$ cat config.mk
export PLATFORM = sky130hd
export DESIGN_NAME = bcse_coef_mult
export DESIGN_NICKNAME = d
export VERILOG_FILES = /design/src/rtl/bcse_pkg.sv /design/src/rtl/bcse_multiples.sv /design/src/rtl/bcse_digit_mux.sv /design/src/rtl/bcse_csa_chain.sv /design/src/rtl/bcse_coef_mult.sv
export SDC_FILE = /design/constraint.sdc
export NUM_CORES = 1
export LEC_CHECK = 0
export BUFFER_PORTS_ARGS = -buffer_cell sky130_fd_sc_hd__buf_2
export CORE_MARGIN = 2
export CORE_UTILIZATION = 45
export DETAILED_ROUTE_END_ITERATION = 10
export SYNTH_ARGS = -nofsm -noshare
export SYNTH_HDL_FRONTEND = slang
export SYNTH_SLANG_ARGS = --single-unit
$ cat constraint.sdc
create_clock -name clk -period 14.35 [get_ports clk]
set_clock_uncertainty 0.15 [all_clocks]
set_input_delay 2.1525 -clock clk [delete_from_list [all_inputs] [get_ports clk]]
set_output_delay 2.1525 -clock clk [all_outputs]
set_load 0.05 [all_outputs]
$ cat src/rtl/bcse_pkg.sv
package bcse_pkg;
  localparam int unsigned DIGIT_W = 2;
  localparam int unsigned N_MULT  = 4;

  typedef enum logic [DIGIT_W-1:0] {
    PICK_ZERO  = 2'b00,
    PICK_ONE   = 2'b01,
    PICK_TWO   = 2'b10,
    PICK_THREE = 2'b11
  } digit_pick_e;
endpackage

$ cat src/rtl/bcse_multiples.sv
module bcse_multiples #(
  parameter int DATA_W = 16,
  parameter int TERM_W = DATA_W + 2
) (
  input  logic [DATA_W-1:0]                          sample,
  output logic [bcse_pkg::N_MULT-1:0][TERM_W-1:0]    mults
);
  logic [TERM_W-1:0] x_ext;
  logic [TERM_W-1:0] x_dbl;

  assign x_ext = {{(TERM_W-DATA_W){sample[DATA_W-1]}}, sample};
  assign x_dbl = x_ext << 1;

  assign mults[0] = '0;
  assign mults[1] = x_ext;
  assign mults[2] = x_dbl;
  assign mults[3] = x_ext + x_dbl;
endmodule

$ cat src/rtl/bcse_digit_mux.sv
module bcse_digit_mux #(
  parameter int TERM_W = 18,
  parameter int DIGITS = 8,
  parameter int PROD_W = 32
) (
  input  logic [2*DIGITS-1:0]                        mag,
  input  logic [bcse_pkg::N_MULT-1:0][TERM_W-1:0]    mults,
  output logic [DIGITS-1:0][PROD_W-1:0]              terms
);
  import bcse_pkg::*;

  for (genvar g = 0; g < DIGITS; g++) begin : g_digit
    digit_pick_e       pick;
    logic [TERM_W-1:0] chosen;
    logic [PROD_W-1:0] widened;

    assign pick = digit_pick_e'(mag[DIGIT_W*g +: DIGIT_W]);

    always_comb begin
      unique case (pick)
        PICK_ZERO:  chosen = mults[0];
        PICK_ONE:   chosen = mults[1];
        PICK_TWO:   chosen = mults[2];
        PICK_THREE: chosen = mults[3];
        default:    chosen = '0;
      endcase
    end

    assign widened  = {{(PROD_W-TERM_W){chosen[TERM_W-1]}}, chosen};
    assign terms[g] = widened << (DIGIT_W*g);
  end
endmodule

$ cat src/rtl/bcse_csa_chain.sv
module bcse_csa_chain #(
  parameter int N_OPS = 8,
  parameter int W     = 32
) (
  input  logic [N_OPS-1:0][W-1:0] ops,
  output logic [W-1:0]            total
);
  localparam int STAGES = N_OPS - 1;

  logic [STAGES-1:0][W-1:0] sum_v;
  logic [STAGES-1:0][W-1:0] cry_v;

  assign sum_v[0] = ops[0];
  assign cry_v[0] = ops[1];

  for (genvar i = 1; i < STAGES; i++) begin : g_stage
    logic [W-1:0] a, b, c;
    assign a = sum_v[i-1];
    assign b = cry_v[i-1];
    assign c = ops[i+1];
    assign sum_v[i] = a ^ b ^ c;
    assign cry_v[i] = ((a & b) | (a & c) | (b & c)) << 1;
  end

  always_comb begin
    logic rc;
    rc = 1'b0;
    for (int k = 0; k < W; k++) begin
      total[k] = sum_v[STAGES-1][k] ^ cry_v[STAGES-1][k] ^ rc;
      rc = (sum_v[STAGES-1][k] & cry_v[STAGES-1][k]) |
           (rc & (sum_v[STAGES-1][k] ^ cry_v[STAGES-1][k]));
    end
  end
endmodule

$ cat src/rtl/bcse_coef_mult.sv
module bcse_coef_mult #(
  parameter int DATA_W = 16,
  parameter int COEF_W = 16
) (
  input  logic                     clk,
  input  logic                     rst_n,
  input  logic                     in_valid,
  input  logic [DATA_W-1:0]        in_sample,
  input  logic                     coef_load,
  input  logic [COEF_W-1:0]        coef_mag,
  input  logic                     coef_neg,
  output logic                     out_valid,
  output logic [DATA_W+COEF_W-1:0] product
);
  localparam int DIGITS = COEF_W / 2;
  localparam int TERM_W = DATA_W + 2;
  localparam int PROD_W = DATA_W + COEF_W;

  logic [COEF_W-1:0] coef_mag_q;
  logic              coef_neg_q;
  logic [bcse_pkg::N_MULT-1:0][TERM_W-1:0] mults;
  logic [DIGITS-1:0][PROD_W-1:0]           terms;
  logic [PROD_W-1:0] mag_prod;
  logic              mag_is_zero;
  logic              flip_sign;
  logic [PROD_W-1:0] prod_next;

  always_ff @(posedge clk or negedge rst_n) begin
    if (!rst_n) begin
      coef_mag_q <= '0;
      coef_neg_q <= 1'b0;
    end else if (coef_load) begin
      coef_mag_q <= coef_mag;
      coef_neg_q <= coef_neg;
    end
  end

  bcse_multiples #(.DATA_W(DATA_W), .TERM_W(TERM_W)) u_mult (
    .sample (in_sample),
    .mults  (mults)
  );

  bcse_digit_mux #(.TERM_W(TERM_W), .DIGITS(DIGITS), .PROD_W(PROD_W)) u_mux (
    .mag   (coef_mag_q),
    .mults (mults),
    .terms (terms)
  );

  bcse_csa_chain #(.N_OPS(DIGITS), .W(PROD_W)) u_csa (
    .ops   (terms),
    .total (mag_prod)
  );

  assign mag_is_zero = ~|coef_mag_q;
  assign flip_sign   = coef_neg_q & ~mag_is_zero;
  assign prod_next   = flip_sign ? (~mag_prod + 1'b1) : mag_prod;

  always_ff @(posedge clk or negedge rst_n) begin
    if (!rst_n) begin
      out_valid <= 1'b0;
      product   <= '0;
    end else begin
      out_valid <= in_valid;
      if (in_valid) product <= prod_next;
    end
  end
endmodule

==> impl_metrics.toml, run 1 <==
[status]
outcome = "finished, violations left"
failed_checks = "negative setup slack"

[die]
pin_count = 70
start_util = 0.456
dieArea_sq_um = 21500
dieWidth_um = 147
core_area_sq_um = 20100
rows = 52
die_h_um = 147

[routing]
final_antenna_net_count = 0
routed.top_layer = "met4"
drt_pass1_iterations = 5
drc = 0
wl_met2_um = 12600
routed_wl_um = 25500
num_vias = 8077
route.met3.wl_um = 956
wl_per_cell_um = 17.8
drt-vias-per-instance = 5.66
drt_iter0_drc = 550
wl_met1_um = 11300

[cts]
numCtsBuffers = 5
cts_tree = "done"
cts_root_buffer = "clkbuf_16"
clkSinkCount = 50
clk_pin_slew_worst_paths_ns = 0.07
clk_path_buf_depth = 2
h-tree-depth = 2
clkLatencyLatePin_ns = 0.30

[critical_path]
crit_fanout = 4
cp_top_family = "adder cells"
crit_buf_inv = 4
crit_top_cell = "fa_2"
cp.required_ns = 14.35
timing_worst_setup_path_type = "input port to register"
endpoint_kind = "register"
worst-endpoint-arrival_ns = 14.59
critical-path-max-stage-delay_ns = 0.58
cp_slowest_cell = "fa_2"
cp-start-kind = "input port"

[yosys]
ys_types = 45
synth_area_per_cell_sq_um = 8.41
ys_warn_count = 0
synth_fp_nets = 1301
ys_seq_area_frac = 0.137
syn-cell-area_sq_um = 9160
synth-seq-cells = 50
netlist_instances = 1089

[timing]
hold_violations = 0
worst-slew-pin-transition_ns = 1.32
post-route-period-util = 1.02
period_minus_slack_ns = 14.59
max_freq_ghz = 0.0685
setup_viol = 2
timing.final.ws_setup_ns = -0.242
max_slew_margin = 0.121
holdWs_ns = 0.363
final_max_slew_viol_count = 0
fin_tns_setup_ns = -0.330
rsz0062_at_grt = "true"

[layout]
layout_common_cells = "nand2_1, fa_1, a21oi_1, o21ai_0, buf_4"
nFillCells = 1905
multi_input_area_sq_um = 7570
regArea_sq_um = 1250
fin_util = 0.527
areaGrowthSynthToFinish_pct = 15.8
layout-drive-gt1-share = 0.242
nets = 1370
layout_commonest_cell = "nand2_1"
antenna_cells = 0

[placement]
place_worst_setup_slack_ns = -0.615
io_buffers = 69
hpwl_um = 19700
globalplace.congestion = 0.836

[min_path]
holdCritPathClass = "register to register"

[grt]
grt.total_usage = 0.245
grt_max_degree = 64
antenna_found_initial = 0
first_global_vias = 8273
grt_first_pass_wirelength_um = 43100
grt_overflow = 0

[run]
drv_cap = 0
-- stage by stage --
stage / instance area, sq um / instances
2_1_floorplan: 9400 / 1089
3_3_place_gp: 10300 / 1418
3_5_place_dp: 10300 / 1418
4_1_cts: 10600 / 1428
5_1_grt: 10600 / 1428
6_report: 10600 / 1428
-- worst paths after layout --
kind / startpoint / endpoint / slack, ns / depth (start not counted)
setup / recovery: in_sample[1] / product[31] / -0.24 / 44
hold / removal: product[1] / product[1] / 0.36 / 1
setup reg to reg: coef_mag_q[1] / product[31] / 1.73 / 38
hold reg to reg: product[1] / product[1] / 0.36 / 1
max in group asynchronous: rst_n / product[27] / 11.70 / 2
min in group asynchronous: rst_n / coef_mag_q[4] / 1.53 / 1
-- sequential cells by signal, summed over array words and instances, names as in the netlist --
signal,flops
product,32
coef_mag_q,16
coef_neg_q,1
out_valid,1
-- Yosys cell counts, drive strengths merged --
master     n  area, sq um
and2      11         68.8
a22o      10         87.6
or3b       1         11.3
a211o      1         8.76
clkbuf    77          289
a21oi     95          475
inv       81          304
a221o      3         30.0
nor3       4         20.0
a221oi    19          166
a22oi     30          225
buf       14         52.6
ha        45          563
or2        1         6.26
nand4      2         12.5
nand2    168          631
and3       2         12.5
nor2      75          282
dfrtp     50         1250
nand3b     1         7.51
o41ai      3         33.8
o31ai      9         67.6
or4        4         37.5
a2bb2oi    2         17.5
or3        3         23.8
o21bai     6         45.0
xnor2     20          175
o21ai     87          435
nor2b     13         81.3
a211oi     5         37.5
fa       130         2600
nand3      3         15.0
a21o      16          120
nor4       4         25.0
and3b      1         8.76
o21a       7         52.6
nand2b     1         6.26
o32a       1         10.0
o211ai     6         45.0
xor2      26          228
mux2      52          586
-- kinds of logic (layout without fill, tap and decap cells) --
kind of cell / Yosys count / in the layout / share of synthesized area
AOI/OAI and AO/OA: 300 / 300 / 0.203
xor gates and xnor gates: 46 / 46 / 0.0440
DFF: 50 / 50 / 0.137
buffers and inverters: 172 / 241 / 0.0705
and+or+nand+nor: 294 / 294 / 0.136
muxes: 52 / 52 / 0.0639
adders and majority gates: 175 / 175 / 0.346
-- per-layer routing --
| layer | vias up | GRT usage |
|---|---|---|
| li1 | 3797 | - |
| met1 | 4029 | 0.323 |
| met2 | 208 | 0.427 |
| met3 | 43 | 0.0253 |
| met4 | 0 | 0.0709 |
| met5 | - | 0 |
-- cell type report --
type                       count  share of cell area
clock inverter                 2             0.00130
sequential                    50               0.118
clock buffer                   5              0.0118
tap                          270              0.0319
multi-input combinational    867               0.714
inverter                      81              0.0287
timing repair buffer         153              0.0947
-- timing repair --
item / CTS / global route
hold buffers: 0 / 0
resized for setup: 14 / 8
cloned: 0 / 0
setup endpoints to repair: 2 / 4
buffers inserted: 3 / 0
pin swaps: 12 / 1
Power of run 1 is not shown: default switching activity piles up to over one toggle a cycle in this logic, so the estimate is an artifact.
==> inputs of run 2 (changes only) <==
- SYNTH_HIERARCHICAL: not set -> 1
==> run 2 against run 1 <==
Effect of this change: the flow still finishes with violations (negative setup slack); synthesized cell count decreased by 12%; register-to-register slack got worse by 0.95 ns; via count decreased by 4.7%; cell area is 30% higher; critical endpoint unchanged; highest routed layer unchanged.
==> impl_metrics.toml, run 2 <==
[critical_path]
cp-start-kind = "input port"
worst-endpoint-arrival_ns = 15.91
crit_fanout = 3
critical-path-max-stage-delay_ns = 0.53
cp_slowest_cell = "fa_1"
crit_top_cell = "fa_2"
crit_buf_inv = 1
timing_worst_setup_path_type = "input port to register"
cp_top_family = "adder cells"
endpoint_kind = "register"
cp.required_ns = 14.38

[yosys]
async_reset_ff_frac = 1.00
synth_area_per_cell_sq_um = 13.7
ys_types = 60
synth.cells.most_frequent = "fa_1, buf_4, mux4_2"
ys_warn_count = 6
ys_seq_area_frac = 0.0961
synth-seq-cells = 50
synth_edf_count = 0
netlist_top_cells_area = "fa_1, mux4_2, mux4_1"
synth_most_common_cell = "fa_1"
syn-cell-area_sq_um = 13000
netlist_instances = 953
ys.flop_type = "dfrtp_1"
synth_area_leader_cell = "fa_1"
synth_top_area_frac = 0.325

[timing]
setup_viol = 5
rsz0062_at_grt = "true"
fin_tns_setup_ns = -4.77
max_slew_margin = 0.239
max_freq_ghz = 0.0630
final_max_slew_viol_count = 0
worst-slew-pin-transition_ns = 1.14
period_minus_slack_ns = 15.88
timing.final.ws_setup_ns = -1.53
hold_violations = 0
post-route-period-util = 1.11

[cts]
clkSinkCount = 50
cts_tree = "done"
clkLatencyLatePin_ns = 0.30
hold_buffers = 0
h-tree-depth = 2
clk_pin_slew_worst_paths_ns = 0.07
cts_root_buffer = "clkbuf_16"
clk_path_buf_depth = 2
numCtsBuffers = 5

[min_path]
holdCritPathClass = "register to register"

[die]
dieArea_sq_um = 30300
pin_count = 70
start_util = 0.455
core_area_sq_um = 28600
die_h_um = 174
rows = 62
dieWidth_um = 174

[routing]
drt_iter0_drc = 469
routed_wl_um = 28900
final_antenna_net_count = 0
wl_per_cell_um = 21.0
drc = 0
drt_pass1_iterations = 5
num_vias = 7699
drt-vias-per-instance = 5.60

[placement]
dp_cells = 1357
hpwl_um = 23200
globalplace.congestion = 0.837
io_buffers = 69

[status]
outcome = "finished, violations left"
failed_checks = "negative setup slack"

[grt]
grt_first_pass_wirelength_um = 47200
grt.total_usage = 0.198
first_global_vias = 8406
antenna_found_initial = 1
grt_max_degree = 56
grt_overflow = 0

[layout]
layout_common_cells = "fa_1, buf_4, mux4_2, conb_1, buf_2"
final_cells = 1376
areaGrowthSynthToFinish_pct = 5.71
regMostFlops = "product"
reg.largest.list = "product: 32 flops, coef_mag_q: 16 flops"
nFillCells = 2506
layout-drive-gt1-share = 0.363
layout_commonest_cell = "fa_1"
regArea_sq_um = 1250
largest_reg_flops = 32
nets = 1261
multi_input_area_sq_um = 10500
antenna_cells = 0

[run]
drv_cap = 0
## run 2: cell types whose count changed after synthesis, sizes merged, moves of 10 or more
cell    delta
fa        +81
a21o      -10
buf      +190
a22oi     -30
nor2      -41
mux4     +144
nand2    -160
a221oi    -17
a21oi     -63
inv       -28
mux2      -22
ha        -23
o21ai     -83
clkbuf    -63
## run 2: cells by family after synthesis
| family | Yosys count | synth area share |
|---|---|---|
| other | 2 | 0.000577 |
| buffers and inverters | 271 | 0.144 |
| muxes | 174 | 0.294 |
| xor gates and xnor gates | 47 | 0.0348 |
| and+or+nand+nor | 95 | 0.0405 |
| DFF | 50 | 0.0961 |
| AOI/OAI and AO/OA | 81 | 0.0444 |
| adders and majority gates | 233 | 0.346 |
## run 2: worst reg2reg max path: cells and delay by family (launching register included)
| family | cells | cell delay (ns) |
|---|---|---|
| DFF | 1 | 0.69 |
| buffers and inverters | 2 | 0.13 |
| adders and majority gates | 29 | 10.85 |
| muxes | 2 | 0.93 |
| xor gates and xnor gates | 4 | 0.69 |
## run 2: what timing repair did
item	in CTS	in global routing
buffers inserted	5	6
pin swaps	19	9
gates cloned	0	0
gates resized for setup	23	17
setup endpoints to repair	7	7
## run 2: per-layer routing
layer | share of wire | global-route usage | vias up
li1 | - | - | 3363
met1 | 0.44 | 0.280 | 4088
met2 | 0.50 | 0.332 | 217
met3 | 0.047 | 0.0278 | 31
met4 | 0.018 | 0.0403 | 0
met5 | 0 | 0 | -
## run 2: stage by stage
stage | cell area, sq um | hold slack, ns | setup WS (ns) | utilization
floorplan | 13500 | 0.339 | -1.60 | -
global placement | 13300 | 0.337 | -1.96 | 0.466
detailed placement | 13300 | 0.342 | -2.10 | 0.466
CTS | 13600 | 0.361 | -1.59 | 0.476
global route | 13800 | 0.375 | -1.87 | 0.481
finish | 13800 | 0.356 | -1.53 | 0.481
## run 2: path summary, 6_finish.rpt
check,cells past startpoint,end,slack [ns],from
setup / recovery,42,product[31],-1.53,in_sample[1]
hold / removal,1,product[28],0.36,product[28]
setup reg to reg,37,product[31],0.78,coef_mag_q[2]
hold reg to reg,1,product[28],0.36,product[28]
max in group asynchronous,2,product[26],11.80,rst_n
min in group asynchronous,2,product[10],1.81,rst_n
## run 2: cell type report
class                   instances  area share
flip-flops and latches         50      0.0909
well taps                     384      0.0349
clock inverters                 3     0.00191
repair buffers                176      0.0886
clock buffers                   5     0.00909
inverters                      53      0.0145
multi-input cells             705       0.760
Power of run 2 is left out for the same reason.
